File: src/rtl/instr_dec_pkg.sv
package instr_dec_pkg;

  localparam int INSTR_W = 14;
  localparam int DEST_POS = 7;

  typedef enum logic [1:0] {
    SRC_A_LIT  = 2'd0,
    SRC_A_FILE = 2'd1,
    SRC_A_ZERO = 2'd2
  } src_a_e;

  typedef enum logic [1:0] {
    SRC_B_W    = 2'd0,
    SRC_B_ONE  = 2'd1,
    SRC_B_ZERO = 2'd2
  } src_b_e;

  typedef enum logic [3:0] {
    ALU_PASS  = 4'd0,
    ALU_AND   = 4'd1,
    ALU_OR    = 4'd2,
    ALU_XOR   = 4'd3,
    ALU_NOT   = 4'd4,
    ALU_SUB   = 4'd5,
    ALU_ADD   = 4'd6,
    ALU_SHL   = 4'd7,
    ALU_SHR   = 4'd8,
    ALU_BSET  = 4'd9,
    ALU_BTEST = 4'd10,
    ALU_SWAP  = 4'd11,
    ALU_BCLR  = 4'd12
  } alu_op_e;

  // instruction groups; members of a group share operand routing and write rule
  typedef enum logic [3:0] {
    GRP_NONE,
    GRP_RET,
    GRP_STORE,
    GRP_CLEAR,
    GRP_FILE_W,
    GRP_FILE_ONE,
    GRP_BIT_WR,
    GRP_BIT_TEST,
    GRP_LIT,
    GRP_LIT_RET,
    GRP_JUMP
  } grp_e;

  typedef struct packed {
    src_a_e  a_sel;
    src_b_e  b_sel;
    logic    wr_w;
    logic    wr_ram;
    alu_op_e op;
    logic    branch;
    logic    ret;
  } ctrl_t;

  localparam ctrl_t CTRL_IDLE = '{
    a_sel:  SRC_A_LIT,
    b_sel:  SRC_B_W,
    wr_w:   1'b0,
    wr_ram: 1'b0,
    op:     ALU_PASS,
    branch: 1'b0,
    ret:    1'b0
  };

endpackage

File: src/rtl/instr_dec_class.sv
module instr_dec_class
  import instr_dec_pkg::*;
#(
  parameter int IW = INSTR_W
) (
  input  logic [IW-1:0] instr_i,
  output grp_e          grp_o,
  output alu_op_e       op_o
);

  localparam int TOP = IW - 1;
  localparam logic [6:0] RET_LO  = 7'h08;
  localparam logic [6:0] RETI_LO = 7'h09;

  logic [1:0] major;
  logic [3:0] minor;

  assign major = instr_i[TOP -: 2];
  assign minor = instr_i[TOP-2 -: 4];

  always_comb begin
    grp_o = GRP_NONE;
    op_o  = ALU_PASS;
    unique case (major)
      2'b00: begin
        unique case (minor)
          4'b0000: begin
            if (instr_i[DEST_POS]) begin
              grp_o = GRP_STORE;
              op_o  = ALU_ADD;
            end else if (instr_i[6:0] == RET_LO || instr_i[6:0] == RETI_LO) begin
              grp_o = GRP_RET;
            end
          end
          4'b0001: grp_o = GRP_CLEAR;
          4'b0010: begin grp_o = GRP_FILE_W;   op_o = ALU_SUB;  end
          4'b0011: begin grp_o = GRP_FILE_ONE; op_o = ALU_SUB;  end
          4'b0100: begin grp_o = GRP_FILE_W;   op_o = ALU_OR;   end
          4'b0101: begin grp_o = GRP_FILE_W;   op_o = ALU_AND;  end
          4'b0110: begin grp_o = GRP_FILE_W;   op_o = ALU_XOR;  end
          4'b0111: begin grp_o = GRP_FILE_W;   op_o = ALU_ADD;  end
          4'b1000: begin grp_o = GRP_FILE_W;   op_o = ALU_PASS; end
          4'b1001: begin grp_o = GRP_FILE_W;   op_o = ALU_NOT;  end
          4'b1010: begin grp_o = GRP_FILE_ONE; op_o = ALU_ADD;  end
          4'b1011: begin grp_o = GRP_FILE_ONE; op_o = ALU_SUB;  end
          4'b1100: begin grp_o = GRP_FILE_W;   op_o = ALU_SHR;  end
          4'b1101: begin grp_o = GRP_FILE_W;   op_o = ALU_SHL;  end
          4'b1110: begin grp_o = GRP_FILE_W;   op_o = ALU_SWAP; end
          4'b1111: begin grp_o = GRP_FILE_ONE; op_o = ALU_ADD;  end
          default: grp_o = GRP_NONE;
        endcase
      end
      2'b01: begin
        unique case (minor[3:2])
          2'b00:   begin grp_o = GRP_BIT_WR;   op_o = ALU_BCLR;  end
          2'b01:   begin grp_o = GRP_BIT_WR;   op_o = ALU_BSET;  end
          default: begin grp_o = GRP_BIT_TEST; op_o = ALU_BTEST; end
        endcase
      end
      2'b10: grp_o = GRP_JUMP;
      default: begin
        unique casez (minor)
          4'b00??: grp_o = GRP_LIT;
          4'b01??: grp_o = GRP_LIT_RET;
          4'b1000: begin grp_o = GRP_LIT; op_o = ALU_OR;  end
          4'b1001: begin grp_o = GRP_LIT; op_o = ALU_AND; end
          4'b1010: begin grp_o = GRP_LIT; op_o = ALU_XOR; end
          4'b110?: begin grp_o = GRP_LIT; op_o = ALU_SUB; end
          4'b111?: begin grp_o = GRP_LIT; op_o = ALU_ADD; end
          default: grp_o = GRP_NONE;
        endcase
      end
    endcase
  end

endmodule

File: src/rtl/instr_dec_map.sv
module instr_dec_map
  import instr_dec_pkg::*;
(
  input  grp_e    grp_i,
  input  alu_op_e op_i,
  input  logic    dest_ram_i,
  output ctrl_t   ctrl_o
);

  always_comb begin
    ctrl_o = CTRL_IDLE;
    unique case (grp_i)
      GRP_RET: ctrl_o.ret = 1'b1;
      GRP_STORE: begin
        // store W as zero + W, no pass-B op needed
        ctrl_o.a_sel  = SRC_A_ZERO;
        ctrl_o.b_sel  = SRC_B_W;
        ctrl_o.op     = op_i;
        ctrl_o.wr_ram = 1'b1;
      end
      GRP_CLEAR: begin
        ctrl_o.a_sel  = SRC_A_ZERO;
        ctrl_o.b_sel  = SRC_B_ZERO;
        ctrl_o.op     = ALU_PASS;
        ctrl_o.wr_ram = dest_ram_i;
        ctrl_o.wr_w   = !dest_ram_i;
      end
      GRP_FILE_W: begin
        ctrl_o.a_sel  = SRC_A_FILE;
        ctrl_o.b_sel  = SRC_B_W;
        ctrl_o.op     = op_i;
        ctrl_o.wr_ram = dest_ram_i;
        ctrl_o.wr_w   = !dest_ram_i;
      end
      GRP_FILE_ONE: begin
        ctrl_o.a_sel  = SRC_A_FILE;
        ctrl_o.b_sel  = SRC_B_ONE;
        ctrl_o.op     = op_i;
        ctrl_o.wr_ram = dest_ram_i;
        ctrl_o.wr_w   = !dest_ram_i;
      end
      GRP_BIT_WR: begin
        ctrl_o.a_sel  = SRC_A_FILE;
        ctrl_o.op     = op_i;
        ctrl_o.wr_ram = 1'b1;
      end
      GRP_BIT_TEST: begin
        ctrl_o.a_sel = SRC_A_FILE;
        ctrl_o.op    = op_i;
      end
      GRP_LIT: begin
        ctrl_o.a_sel = SRC_A_LIT;
        ctrl_o.b_sel = SRC_B_W;
        ctrl_o.op    = op_i;
        ctrl_o.wr_w  = 1'b1;
      end
      GRP_LIT_RET: begin
        ctrl_o.a_sel = SRC_A_LIT;
        ctrl_o.op    = ALU_PASS;
        ctrl_o.wr_w  = 1'b1;
        ctrl_o.ret   = 1'b1;
      end
      GRP_JUMP: ctrl_o.branch = 1'b1;
      default: ctrl_o = CTRL_IDLE;
    endcase
  end

endmodule

File: src/rtl/instr_dec_stage.sv
module instr_dec_stage
  import instr_dec_pkg::*;
(
  input  logic  clk_i,
  input  logic  rst_ni,
  input  ctrl_t ctrl_i,
  input  logic  not_skip_i,
  output ctrl_t ctrl_o
);

  ctrl_t gated;

  always_comb begin
    gated = ctrl_i;
    // squashed instruction still flows to the ALU but commits nothing
    if (!not_skip_i) begin
      gated.wr_w   = 1'b0;
      gated.wr_ram = 1'b0;
    end
  end

  always_ff @(posedge clk_i or negedge rst_ni) begin
    if (!rst_ni) ctrl_o <= CTRL_IDLE;
    else         ctrl_o <= gated;
  end

endmodule

File: src/rtl/instr_decoder.sv
module instr_decoder
  import instr_dec_pkg::*;
#(
  parameter int IW = INSTR_W
) (
  input  logic          clk_i,
  input  logic          rst_ni,
  input  logic [IW-1:0] instr_i,
  input  logic          not_skip_i,
  output logic [1:0]    a_sel_o,
  output logic [1:0]    b_sel_o,
  output logic          wr_w_o,
  output logic          wr_ram_o,
  output logic [3:0]    alu_op_o,
  output logic          branch_o,
  output logic          ret_o
);

  grp_e    grp;
  alu_op_e op;
  ctrl_t   ctrl_d;
  ctrl_t   ctrl_q;

  instr_dec_class #(.IW(IW)) u_class (
    .instr_i (instr_i),
    .grp_o   (grp),
    .op_o    (op)
  );

  instr_dec_map u_map (
    .grp_i      (grp),
    .op_i       (op),
    .dest_ram_i (instr_i[DEST_POS]),
    .ctrl_o     (ctrl_d)
  );

  instr_dec_stage u_stage (
    .clk_i      (clk_i),
    .rst_ni     (rst_ni),
    .ctrl_i     (ctrl_d),
    .not_skip_i (not_skip_i),
    .ctrl_o     (ctrl_q)
  );

  assign a_sel_o  = ctrl_q.a_sel;
  assign b_sel_o  = ctrl_q.b_sel;
  assign wr_w_o   = ctrl_q.wr_w;
  assign wr_ram_o = ctrl_q.wr_ram;
  assign alu_op_o = ctrl_q.op;
  assign branch_o = ctrl_q.branch;
  assign ret_o    = ctrl_q.ret;

endmodule

File: config.mk
export PLATFORM = sky130hd
export DESIGN_NAME = instr_decoder
export DESIGN_NICKNAME = d
export VERILOG_FILES = /design/src/rtl/instr_dec_pkg.sv /design/src/rtl/instr_dec_class.sv /design/src/rtl/instr_dec_map.sv /design/src/rtl/instr_dec_stage.sv /design/src/rtl/instr_decoder.sv
export SDC_FILE = /design/constraint.sdc
export NUM_CORES = 1
export LEC_CHECK = 0
export BUFFER_PORTS_ARGS = -buffer_cell sky130_fd_sc_hd__buf_2
export CAP_MARGIN = 20
export CORE_MARGIN = 10
export CORE_UTILIZATION = 49
export DETAILED_ROUTE_END_ITERATION = 16
export PLACE_DENSITY = 0.8
export RECOVER_POWER = 50
export REMOVE_ABC_BUFFERS = 1
export SETUP_SLACK_MARGIN = 0.3
export SYNTH_ARGS = -nofsm -noshare
export SYNTH_HDL_FRONTEND = slang
export SYNTH_SLANG_ARGS = --single-unit
File: constraint.sdc
create_clock -name clk_i -period 0.8 [get_ports clk_i]
set_input_delay 0.04 -clock clk_i [delete_from_list [all_inputs] [get_ports clk_i]]
set_output_delay 0.04 -clock clk_i [all_outputs]
set_load 0.005 [all_outputs]
==> results.toml, run 1 <==
[run_status]
status = "complete, but fails checks"
violations = "hold timing, setup timing"

[global_route]
grtUsageTotal_pct = 18.8
grt_first_pass_wirelength_mm = 5.95
grt_overflow_total = 0
antenna_found_initial = 0
grt_pass1_vias = 1194
grt_max_degree = 16

[synthesis]
synth_cell_types = 37
avgSynthCellArea_um2 = 8.68
synth_cells = 101
ys_warn_count = 0
seq_area_frac_synth_pct = 34.2
synth.cell_area_um2 = 877
ys_ff_latch = 12

[clock_tree]
htreeDepth = 1
cts_tree = "built"
cts_buffers = 3
postCtsHoldBufs = 1
clockRootBuffer = "clkbuf_4"
clock_sinks = 12
clk_pin_slew_ns = 0.10
clk_path_buf_depth = 2

[floorplan]
num_io_pins = 29
start_util_pct = 51.4
fp-row-count = 15
core-area_um2 = 1710
dieHeight_um = 62.3
die_x_um = 62.3
dieArea_um2 = 3880

[detailed_routing]
ant_nets = 0
wl_per_cell_um = 24.7
dr.first_iter.drc_count = 142
drt-pass1-iter-count = 4
post-route-drc-count = 0
avgViaCountPerCell = 6.39
routed_wl_mm = 4.93
vias = 1277

[cells_and_area]
final_nets = 197
mostFrequentLayoutCells = "buf_4, buf_2, dfrtp_1"
layout-drive-gt1-share_pct = 62.3
syn_to_final_growth_pct = 87.7
largest-register = "u_stage.ctrl_o"
antenna-diode-count = 0
fin_area_um2 = 1650
mostFrequentLayoutCell = "buf_4"
largest_reg_flops = 12
fill_cells = 31
reg_top3 = "u_stage.ctrl_o: 12 flops"

[critical_path]
worstPathCellList = "buf_6, or3_4, a21o_1, buf_4, buf_6, nand2_4, buf_6, o21ai_0, a32o_2"
worst_path_most_repeated_cell = "buf_6"
worstPathArrival_ns = 1.54
critPathLaunchType = "primary input"
cpPeakStageDelay_ns = 0.39
critPathMaxFanout = 3
cp.required_ns = 0.98
crit_buf_inv = 4
slowest_stage = "or3_4"
critPathTopFamily = "compound AO/OA/AOI/OAI gates"
worst-setup-path-type = "in -> reg"
end_kind = "flop"

[sta]
setup_violations = 24
setup_ws_ns = -0.566
rsz0062_at_grt = "yes"
fmax_ghz = 0.732
min_period_over_period_pct = 171
maxSlewViolCount = 0
whs_ns = -0.0126
hold_violations = 1
max_slew_margin_pct = 68.6
period_needed_ns = 1.37
worst_slew_pin_slew_ns = 0.471

[flow_run]
maxCapViolations = 0

[placed_design]
gp_congestion = 0.907
dp_hpwl_mm = 2.31
dpl_cell_area_um2 = 1290
dp_worst_setup_slack_ns = -0.985
port_buffers = 27

[pwr]
p_leak_nw = 0.828
ir_drop_mv = 1.02
power.total_mw = 2.18
power.density_nw_per_um2 = 1320

[hold_path]
hold_class = "in -> reg"
==> cells by family (layout without fill, tap and decap cells) <==
kind of cell / Yosys count / after routing / synth area share (%)
compound gates: 28 / 28 / 26.1
xor+xnor: 3 / 3 / 3.00
fa+ha+maj: 4 / 4 / 5.71
simple gates: 41 / 41 / 24.4
flops: 12 / 12 / 34.2
buf+inv: 13 / 87 / 6.56
==> cells in the mapped netlist <==
cell type | number | area, um^2
ha_1 | 4 | 50.1
nor4_1 | 2 | 12.5
a41oi_1 | 1 | 8.76
a32o_1 | 1 | 10.0
and3_1 | 1 | 6.26
a21oi_1 | 6 | 30.0
inv_1 | 8 | 30.0
dfrtp_1 | 12 | 300
or3_1 | 1 | 6.26
nand2_1 | 13 | 48.8
o211ai_1 | 1 | 7.51
nand2b_1 | 1 | 6.26
nor3b_1 | 2 | 15.0
o21ai_0 | 3 | 15.0
nand3_1 | 2 | 10.0
nor4_2 | 1 | 12.5
buf_2 | 1 | 5.00
buf_6 | 1 | 11.3
or3_4 | 1 | 11.3
a221oi_1 | 2 | 17.5
a31o_1 | 1 | 8.76
clkbuf_1 | 3 | 11.3
nor3_1 | 1 | 5.00
a41o_1 | 1 | 10.0
o22a_1 | 1 | 8.76
a32oi_1 | 1 | 8.76
a311o_1 | 1 | 10.0
nor2_1 | 8 | 30.0
a41oi_2 | 1 | 16.3
nor2b_1 | 7 | 43.8
a31oi_1 | 2 | 12.5
a2111oi_2 | 2 | 30.0
a211oi_2 | 1 | 12.5
xnor2_1 | 3 | 26.3
a21o_1 | 2 | 15.0
o21a_1 | 1 | 7.51
or2_1 | 1 | 6.26
==> cell type report <==
cell class	instances	area (um^2)	area share (%)
well taps	25	31.3	1.90
repair buffers	75	561	34.0
clock buffers	4	36.3	2.20
multi-input cells	76	683	41.5
inverters	8	35.0	2.13
flip-flops and latches	12	300	18.2
==> stage by stage <==
stage               setup TNS [ns]  hold WS [ns]  instances  utilization (%)
floorplan                    -5.83        -0.256         96                -
global placement             -8.68       -0.0880        184             75.3
detailed placement           -9.17       -0.0788        184             75.3
CTS                          -4.89       -0.0120        192             85.5
global route                 -5.95      -0.00450        200             96.4
finish                       -5.47       -0.0126        200             96.4
==> report_power, final <==
part / internal (mW) / switching [mW] / leakage [nW] / total (mW)
Combinational: 0.472 / 0.486 / 0.646 / 0.958
Sequential: 0.650 / 0.0186 / 0.161 / 0.669
Clock: 0.278 / 0.273 / 0.0210 / 0.551
Total: 1.40 / 0.777 / 0.828 / 2.18
==> final timing paths <==
check,from,end,slack (ns),cells past startpoint
worst max-delay path,instr_i[11],u_stage.ctrl_o[7],-0.57,9
worst min-delay path,not_skip_i,u_stage.ctrl_o[6],-0.01,3
max in group asynchronous,rst_ni,u_stage.ctrl_o[7],0.40,2
min in group asynchronous,rst_ni,u_stage.ctrl_o[3],0.15,2
==> metal layers <==
metal	vias to the layer above	share of wire, %	global-route usage [%]
li1	510	-	-
met1	594	34	20.6
met2	140	49	32.8
met3	33	11	3.94
met4	0	6.5	10.1
met5	-	0	0
==> timing repair <==
action,4_1_cts,5_1_grt
buffers inserted,3,8
hold endpoints to repair,13,1
endpoints found under the setup margin,24,24
resized for setup,24,30
pin swaps,12,9
==> worst min-delay path, stage by stage <==
cell	delay, ns
buf_2	0.12
nand2_1	0.06
a21oi_1	0.04
Power figures use the tool's default switching activity.
==> run 2: changes to the inputs <==
Settings changed: CELL_PAD_IN_SITES_DETAIL_PLACEMENT set to 0, CELL_PAD_IN_SITES_GLOBAL_PLACEMENT set to 2, CORE_UTILIZATION 49 to 28, PLACE_DENSITY 0.8 to 0.79.
==> results.toml, run 2 (synthesis gave the netlist of run 1 again) <==
[run_status]
status = "complete, but fails checks"
violations = "setup timing"

[cells_and_area]
reg_top3 = "u_stage.ctrl_o: 12 flops"
largest-register = "u_stage.ctrl_o"
mostFrequentLayoutCells = "buf_4, buf_2, buf_6, dfrtp_1, nand2_1"
multi_input_area_um2 = 687
final_nets = 201
fill_cells = 259
final_cell_count_no_fill = 223
syn_to_final_growth_pct = 95.1
largest_reg_flops = 12
layout-drive-gt1-share_pct = 63.7
regArea_um2 = 300
antenna-diode-count = 0
mostFrequentLayoutCell = "buf_4"

[sta]
maxSlewViolCount = 0
rsz0062_at_grt = "yes"
hold_violations = 0
tns_ns = -4.97
fmax_ghz = 0.704
min_period_over_period_pct = 178
worst_slew_pin_slew_ns = 0.444
period_needed_ns = 1.42
setup_violations = 12
whs_ns = 0.0336
setup_ws_ns = -0.620
max_slew_margin_pct = 70.4

[pwr]
ir_drop_mv = 0.410
p_leak_nw = 0.845
power.total_mw = 2.00
power.density_nw_per_um2 = 1170

[placed_design]
dp_hpwl_mm = 2.14
gp_congestion = 0.878
port_buffers = 27
post-place-cells = 202

[global_route]
grt_overflow_total = 0
grtUsageTotal_pct = 10.2
antenna_found_initial = 0
grt_first_pass_wirelength_mm = 5.15
grt_max_degree = 16
grt_pass1_vias = 1105

[clock_tree]
clock_sinks = 12
clk_path_buf_depth = 2
clockRootBuffer = "clkbuf_4"
htreeDepth = 1
cts_buffers = 3
cts_tree = "built"
clk_pin_slew_ns = 0.07

[detailed_routing]
routed_wl_mm = 3.04
post-route-drc-count = 0
ant_nets = 0
avgViaCountPerCell = 4.78
vias = 1066
dr.first_iter.drc_count = 60
wl_per_cell_um = 13.6
drt-pass1-iter-count = 4

[critical_path]
end_kind = "flop"
worst-path-stages = 7
crit_buf_inv = 2
critPathMaxFanout = 3
critPathTopFamily = "simple AND/OR/NAND/NOR gates"
cpPeakStageDelay_ns = 0.39
worstPathArrival_ns = 1.54
crit_start = "instr_i[11]"
slowest_stage = "or3_4"
worst_path_most_repeated_cell = "or3_4"
cp.required_ns = 0.92
critPathLaunchType = "primary input"
worstPathCellList = "buf_6, or3_4, a21o_1, or3_4, a211oi_2, buf_4, a2111oi_4"
worst-setup-path-type = "in -> reg"

[floorplan]
die_x_um = 76.0
start_util_pct = 29.0
dieArea_um2 = 5770
dieHeight_um = 76.0
num_io_pins = 29
core-area_um2 = 3030
fp-row-count = 20

[hold_path]
hold_path.startpoint = "not_skip_i"
hold_class = "in -> reg"
hold_path_depth = 3

[flow_run]
maxCapViolations = 0
run 2: changes by cell type in the layout (fill, tap and decap cells not counted), sizes merged:
cell / previous run / this run
buf: 73 / 77
run 2: path summary, 6_finish.rpt:
kind | to | slack (ns)
min in group asynchronous | u_stage.ctrl_o[2] | 0.18
worst max-delay path | u_stage.ctrl_o[4] | -0.62
max in group asynchronous | u_stage.ctrl_o[6] | 0.41
worst min-delay path | u_stage.ctrl_o[6] | 0.03
run 2: metrics by stage:
stage          utilization (%)  instance area [um^2]  worst slack [ns]
6_report                  56.5                  1710            -0.620
5_1_grt                   56.5                  1710            -0.641
4_1_cts                   53.8                  1630            -0.548
3_5_place_dp              43.0                  1300            -0.944
3_3_place_gp              43.0                  1300            -0.909
2_1_floorplan                -                   850            -0.832
run 2: repair_timing:
item / in CTS / in global routing
pin swaps: 16 / 3
buffers inserted: 10 / 6
hold endpoints to repair: 12 / 0
endpoints found under the setup margin: 24 / 24
gates resized for setup: 48 / 10
hold buffers: 1 / 0
run 2: cell type report:
cell class	count	share of cell area, %
repair buffers	79	35.1
multi-input cells	76	40.1
flip-flops and latches	12	17.5
inverters	8	1.90
well taps	44	3.22
clock buffers	4	2.12
run 2: routing by layer:
| layer | share of wire, % | GRT usage (%) |
|---|---|---|
| met4 | 2.4 | 4.17 |
| met5 | 0 | 0 |
| met2 | 53 | 18.6 |
| met1 | 41 | 11.1 |
| met3 | 3.7 | 2.24 |
run 2: where the power goes:
part           internal, mW  switching [mW]
combinational         0.486           0.407
clock                 0.276           0.173
sequential            0.650         0.00814
